$ cat config.mk
export PLATFORM = sky130hd
export DESIGN_NAME = posit_decoder
export DESIGN_NICKNAME = d
export VERILOG_FILES = /design/src/rtl/posit_dec_pkg.sv /design/src/rtl/posit_special_detect.sv /design/src/rtl/posit_run_counter.sv /design/src/rtl/posit_field_align.sv /design/src/rtl/posit_decoder.sv
export SDC_FILE = /design/constraint.sdc
export NUM_CORES = 1
export LEC_CHECK = 0
export BUFFER_PORTS_ARGS = -buffer_cell sky130_fd_sc_hd__buf_2
export CAP_MARGIN = 10
export CORE_ASPECT_RATIO = 1.75
export CORE_MARGIN = 5
export CORE_UTILIZATION = 30
export CTS_CLUSTER_DIAMETER = 80
export DETAILED_ROUTE_END_ITERATION = 10
export GPL_TIMING_DRIVEN = 0
export PLACE_DENSITY_LB_ADDON = 0.05
export SLEW_MARGIN = 25
export SYNTH_ARGS = -nofsm -noshare
export SYNTH_HDL_FRONTEND = slang
export SYNTH_SLANG_ARGS = --single-unit
$ cat constraint.sdc
create_clock -name clk -period 14.1 [get_ports clk]
set_input_delay 2.82 -clock clk [delete_from_list [all_inputs] [get_ports clk]]
set_output_delay 2.82 -clock clk [all_outputs]
set_load 0.01 [all_outputs]
$ cat src/rtl/posit_dec_pkg.sv
package posit_dec_pkg;

    typedef enum logic [1:0] {
        PCLS_REGULAR = 2'd0,
        PCLS_ZERO    = 2'd1,
        PCLS_NAR     = 2'd2
    } pcls_e;

    function automatic int es_width(input int n);
        return $clog2(n / 8);
    endfunction

    function automatic int frac_width(input int n);
        return n - es_width(n) - 3;
    endfunction

    function automatic int exp_width(input int n);
        return $clog2(n) + es_width(n) + 1;
    endfunction

    // offset from the lowest exponent any encoding can produce
    function automatic int exp_bias(input int n);
        return (n - 2) * (1 << es_width(n)) + 1;
    endfunction

    function automatic int exp_max(input int n);
        return 2 * (n - 2) * (1 << es_width(n)) + 1;
    endfunction

    function automatic int run_width(input int w);
        return $clog2(w + 1);
    endfunction

endpackage

$ cat src/rtl/posit_special_detect.sv
module posit_special_detect
    import posit_dec_pkg::*;
#(
    parameter int N = 16
) (
    input  logic [N-1:0] word,
    output pcls_e        cls
);
    logic tail_any;

    assign tail_any = |word[N-2:0];

    always_comb begin
        if (tail_any)         cls = PCLS_REGULAR;
        else if (word[N-1])   cls = PCLS_NAR;
        else                  cls = PCLS_ZERO;
    end
endmodule

$ cat src/rtl/posit_run_counter.sv
module posit_run_counter
    import posit_dec_pkg::*;
#(
    parameter int W  = 15,
    localparam int CW = run_width(W)
) (
    input  logic [W-1:0]  vec,
    output logic          lead,
    output logic [CW-1:0] run_len
);
    logic stopped;

    assign lead = vec[W-1];

    // length of the leading run of identical bits, at least one
    always_comb begin
        run_len = '0;
        stopped = 1'b0;
        for (int i = W - 1; i >= 0; i--) begin
            if (!stopped) begin
                if (vec[i] == lead) run_len = run_len + CW'(1);
                else                stopped = 1'b1;
            end
        end
    end
endmodule

$ cat src/rtl/posit_field_align.sv
module posit_field_align
    import posit_dec_pkg::*;
#(
    parameter int N = 16,
    localparam int WES = es_width(N),
    localparam int WF  = frac_width(N),
    localparam int WE  = exp_width(N),
    localparam int CW  = run_width(N - 1)
) (
    input  logic          sign,
    input  logic          lead,
    input  logic [CW-1:0] run_len,
    input  logic [N-4:0]  tail,
    output logic [WF-1:0] frac,
    output logic [WE-1:0] exp_b
);
    localparam int XW = WE + 2;
    localparam logic signed [XW-1:0] ONE_S  = XW'(1);
    localparam logic signed [XW-1:0] BIAS_S = XW'(exp_bias(N));

    logic [N-4:0]           shifted;
    logic signed [XW-1:0]   e_ext;
    logic signed [XW-1:0]   run_s;
    logic signed [XW-1:0]   k_s;
    logic signed [XW-1:0]   x_raw;
    logic signed [XW-1:0]   x_true;

    // the tail starts two bits below the top of the body; skip run and terminator
    assign shifted = tail << (run_len - CW'(1));

    generate
        if (WES > 0) begin : g_es
            assign e_ext = $signed(XW'(shifted[N-4 -: WES]));
        end else begin : g_no_es
            assign e_ext = '0;
        end
    endgenerate

    assign frac   = shifted[WF-1:0];
    assign run_s  = $signed(XW'(run_len));
    assign k_s    = lead ? (run_s - ONE_S) : -run_s;
    assign x_raw  = (k_s <<< WES) + e_ext;
    // negative words: inverted scale keeps the raw fraction valid
    assign x_true = sign ? ~x_raw : x_raw;
    assign exp_b  = WE'(x_true + BIAS_S);
endmodule

$ cat src/rtl/posit_decoder.sv
module posit_decoder
    import posit_dec_pkg::*;
#(
    parameter int N = 16,
    localparam int WF = frac_width(N),
    localparam int WE = exp_width(N)
) (
    input  logic          clk,
    input  logic          rst,
    input  logic          in_valid,
    input  logic [N-1:0]  in_posit,
    output logic          out_valid,
    output logic          out_nar,
    output logic          out_sign,
    output logic          out_imp,
    output logic [WF-1:0] out_frac,
    output logic [WE-1:0] out_exp,
    output logic          out_guard,
    output logic          out_sticky
);
    localparam int CW = run_width(N - 1);
    localparam logic [WE-1:0] MAX_E   = WE'(exp_max(N));
    localparam logic [N-1:0]  NAR_PAT = {1'b1, {(N-1){1'b0}}};

    typedef struct packed {
        logic          nar;
        logic          sign;
        logic          imp;
        logic [WF-1:0] frac;
        logic [WE-1:0] expo;
        logic          guard;
        logic          sticky;
    } pval_t;

    pcls_e         cls;
    logic          lead;
    logic [CW-1:0] run_len;
    logic [WF-1:0] frac_w;
    logic [WE-1:0] exp_w;
    pval_t         d_val;
    pval_t         q_val;
    logic          q_valid;

    posit_special_detect #(.N(N)) special_i (
        .word (in_posit),
        .cls  (cls)
    );

    posit_run_counter #(.W(N - 1)) run_i (
        .vec     (in_posit[N-2:0]),
        .lead    (lead),
        .run_len (run_len)
    );

    posit_field_align #(.N(N)) align_i (
        .sign    (in_posit[N-1]),
        .lead    (lead),
        .run_len (run_len),
        .tail    (in_posit[N-4:0]),
        .frac    (frac_w),
        .exp_b   (exp_w)
    );

    always_comb begin
        d_val = '0;
        unique case (cls)
            PCLS_NAR: begin
                d_val.nar  = 1'b1;
                d_val.sign = 1'b1;
            end
            PCLS_ZERO: d_val = '0;
            default: begin
                d_val.sign = in_posit[N-1];
                d_val.imp  = ~in_posit[N-1];
                d_val.frac = frac_w;
                d_val.expo = exp_w;
            end
        endcase
    end

    always_ff @(posedge clk) begin
        if (rst) begin
            q_valid <= 1'b0;
            q_val   <= '0;
        end else begin
            q_valid <= in_valid;
            if (in_valid) q_val <= d_val;
        end
    end

    assign out_valid  = q_valid;
    assign out_nar    = q_val.nar;
    assign out_sign   = q_val.sign;
    assign out_imp    = q_val.imp;
    assign out_frac   = q_val.frac;
    assign out_exp    = q_val.expo;
    assign out_guard  = q_val.guard;
    assign out_sticky = q_val.sticky;

    assert_valid_follows_R8: assert property (@(posedge clk) disable iff (rst)
        in_valid |=> out_valid);
    assert_idle_follows_R8: assert property (@(posedge clk) disable iff (rst)
        !in_valid |=> !out_valid);
    assert_nar_pattern_R1: assert property (@(posedge clk) disable iff (rst)
        (in_valid && in_posit == NAR_PAT) |=> (out_nar && out_sign && !out_imp));
    assert_nar_source_R1: assert property (@(posedge clk) disable iff (rst)
        (out_valid && out_nar) |-> ($past(in_posit) == NAR_PAT));
    assert_zero_fields_R2: assert property (@(posedge clk) disable iff (rst)
        (in_valid && in_posit == '0) |=>
            (!out_nar && !out_sign && !out_imp && out_frac == '0 && out_exp == '0));
    assert_positive_imp_R3: assert property (@(posedge clk) disable iff (rst)
        (in_valid && !in_posit[N-1] && in_posit != '0) |=> (!out_sign && out_imp));
    assert_negative_imp_R4: assert property (@(posedge clk) disable iff (rst)
        (in_valid && in_posit[N-1] && in_posit[N-2:0] != '0) |=> (out_sign && !out_imp));
    assert_exp_range_R6: assert property (@(posedge clk) disable iff (rst)
        out_valid |-> (out_exp <= MAX_E));
endmodule

==> impl_metrics.env <==
export IMPL_drt_initial_drc_count=79
export IMPL_critPathSlowestCell="o21ai_0"
export IMPL_multi_input_area_um2=2162
export IMPL_intPower_w=0.0001818
export IMPL_cts_tree="built"
export IMPL_max_cap_viol_count=0
export IMPL_startpoint="in_posit[14]"
export IMPL_layout_drive_gt1_share_pct=18.83
export IMPL_power_density_nw_per_um2=89.21
export IMPL_hpwl_um=7374
export IMPL_ir_drop_mv=0.05999
export IMPL_overflow=0
export IMPL_postCtsHoldBufs=0
export IMPL_status="completed"
export IMPL_fin_cells=529
export IMPL_synth_edf_count=0
export IMPL_die_x_um=82.82
export IMPL_dpl_cell_count=525
export IMPL_io_buffer_count=37
export IMPL_wl_per_cell_um=16.56
export IMPL_grt_pass1_vias=2767
export IMPL_synth_seq_area_share_pct=15.82
export IMPL_stdcell_area_um2=3228
export IMPL_synth_top_area_share_pct=15.82
export IMPL_register_area_um2=440.4
export IMPL_r2r_start="out_exp[4]$_SDFFE_PP0P_"
export IMPL_cts_setup_buffers=0
export IMPL_initial_utilization_pct=30.61
export IMPL_detailed_place_area_um2=3123
export IMPL_cp_end_kind="flip-flop"
export IMPL_grt_start_max_net_pins=14
export IMPL_p_leak_nw=1.444
export IMPL_io_pins=43
export IMPL_fillCellCount=1073
export IMPL_hold_start="out_imp$_SDFFE_PP0P_"
export IMPL_root_buffer="clkbuf_16"
export IMPL_cts_clk_slew_worst_paths_ns=0.06
export IMPL_yosysUniqueCellTypes=71
export IMPL_track_usage_pct=15.43
export IMPL_final_hold_viol_count=0
export IMPL_mostFrequentLayoutCells="nor2_1, buf_2, nand2_1, mux2i_1, dfxtp_1"
export IMPL_synthToLayoutAreaGrowth_pct=15.96
export IMPL_drcViolationCount=0
export IMPL_sequentialPowerShare_pct=25.1
export IMPL_wl_um=8762
export IMPL_worstSetupPathDepth=46
export IMPL_antenna_found_initial=0
export IMPL_worstSkewPairLatency_ns=0.26
export IMPL_clockPowerShare_pct=27.6
export IMPL_worst_ep_arrival_time_ns=13.08
export IMPL_setup_violations_final=0
export IMPL_reg2reg_depth=2
export IMPL_reg2reg_setup_slack_ns=13.42
export IMPL_power_switching_w=0.0001062
export IMPL_die_y_um=137.4
export IMPL_ant_nets=0
export IMPL_yosysTopAreaCell="dfxtp_1"
export IMPL_fp_row_count=46
export IMPL_syn_cell_area_um2=2784
export IMPL_vias=2733
export IMPL_synthArstFlopShare_pct=0
export IMPL_period_share_pct=91.81
export IMPL_ys_flop_type="dfxtp_1"
export IMPL_worst_pin_slew_ns=0.8555
export IMPL_drv_slew=0
export IMPL_core_um2=9094
export IMPL_synth_seq_cells=22
export IMPL_crit_path_frequent_cell="ha_1"
export IMPL_crit_family="adder cells"
export IMPL_synth_area_per_cell_um2=7.586
export IMPL_vias_per_cell=5.166
export IMPL_grt_pass1_wl_um=14170
export IMPL_cts_buffer_depth=2
export IMPL_p_comb_share_pct=47.3
export IMPL_worstSetupPathType="in -> reg"
export IMPL_rsz0062_at_grt="no"
export IMPL_gp_congestion=0.8254
export IMPL_cts_htree_levels=1
export IMPL_ys_warn_count=0
export IMPL_numCtsBuffers=3
export IMPL_netlist_instances=367
export IMPL_hold_class="reg -> reg"
export IMPL_critPathBufInv=8
export IMPL_worstSetupStartpointType="input pin"
export IMPL_worst_endpoint_required_ns=14.23
export IMPL_layout_commonest_cell="nor2_1"
export IMPL_swShare_pct=36.88
export IMPL_post_cts_resized=0
export IMPL_rr_endpoint="out_exp[4]$_SDFFE_PP0P_"
export IMPL_slew_headroom_pct=42.70
export IMPL_cts_sinks=22
export IMPL_fin_nets=440
export IMPL_skew_ns=0
export IMPL_finalSetupTns_ns=0
export IMPL_fin_crit_ns=12.95
export IMPL_antenna_cells=0
export IMPL_dieArea_um2=11380
export IMPL_max_freq_ghz=0.07725
export IMPL_first_pass_iters=4
export IMPL_crit_fanout=10
export IMPL_synthTopCellsByArea="dfxtp_1, mux2i_1, nor2_1, ha_1, nand2_1"
export IMPL_cp_slowest_stage_delay_ns=0.50
export IMPL_fin_util_pct=35.50
export IMPL_crit_path_end="out_exp[4]$_SDFFE_PP0P_"
-- final cells by class --
type	instances	share of cell area (%)
sequential	22	13.64
tap	120	4.651
timing repair buffer	37	5.736
clock inverter	1	0.9302
buffer	22	3.760
multi-input combinational	307	66.98
inverter	17	1.977
clock buffer	3	2.326
-- worst register-to-register path, stage by stage, from the launching register on --
cell and delay [ns]:
dfxtp_1 0.31, a22oi_1 0.19, nor2_1 0.05
-- worst min path at each step --
| stage | endpoint | slack, ns | cells past startpoint |
|---|---|---|---|
| 3_3_place_gp | out_imp$_SDFFE_PP0P_ | 0.45 | 2 |
| 5_1_grt | out_sign$_SDFFE_PP0P_ | 0.48 | 2 |
| 4_1_cts | out_exp[1]$_SDFFE_PP0P_ | 0.46 | 2 |
| 6_report | out_imp$_SDFFE_PP0P_ | 0.46 | 2 |
| 3_5_place_dp | out_exp[1]$_SDFFE_PP0P_ | 0.45 | 2 |
| 2_1_floorplan | out_exp[1]$_SDFFE_PP0P_ | 0.49 | 2 |
-- synthesized netlist by cell type, types with 4 or more instances --
library cell	instances
a21o_1	4
a21oi_1	21
a22oi_1	12
and3_1	6
buf_2	4
clkbuf_1	9
dfxtp_1	22
ha_1	11
inv_1	15
mux2_2	5
mux2i_1	33
nand2_1	35
nand2b_1	4
nand3_1	8
nor2_1	51
nor2b_1	6
nor3_1	7
o21ai_0	12
o22ai_1	6
xnor2_1	12
-- logic make-up after synthesis --
group	synth area share [%]
and+or+nand+nor	24.72
xor gates and xnor gates	8.315
other	0.1347
AOI/OAI and AO/OA	24.72
adders and majority gates	4.944
DFF	15.82
buffers and inverters	6.651
muxes	14.70
-- power by group through the flow --
| stage | Sequential, W | Combinational [W] | Clock, W |
|---|---|---|---|
| after floorplan | 0.0000771 | 0.0000975 | 0 |
| after global placement | 0.0000738 | 0.000138 | 0 |
| after detailed placement | 0.0000737 | 0.000138 | 0 |
| after CTS | 0.0000724 | 0.000139 | 0.0000816 |
| after global routing | 0.0000732 | 0.000153 | 0.0000846 |
| final | 0.0000723 | 0.000136 | 0.0000794 |
-- state kept, by name, indices dropped and copies added (netlist names) --
signal	cells
out_imp	1
out_exp	6
out_frac	12
out_valid	1
out_nar	1
out_sign	1
-- metal layers --
metal / routed length, um / up-vias / GRT usage [%] / part of all wire (%)
met5: 0 / - / 0 / 0
met4: 304 / 0 / 7.273 / 3.5
met3: 192 / 19 / 1.376 / 2.2
met2: 5019 / 44 / 32.37 / 57
met1: 3245 / 1261 / 14.67 / 37
li1: - / 1409 / - / -
-- metrics by stage --
step | hold slack (ns) | power [W] | setup WS, ns
4_1_cts | 0.4587 | 0.0002929 | 1.001
3_3_place_gp | 0.4510 | 0.0002113 | 0.8197
5_1_grt | 0.4819 | 0.0003103 | 0.1515
2_1_floorplan | 0.4856 | 0.0001747 | 2.810
6_report | 0.4584 | 0.0002880 | 1.155
3_5_place_dp | 0.4508 | 0.0002120 | 0.7532
Note: power is estimated with default switching activity, not from simulation.
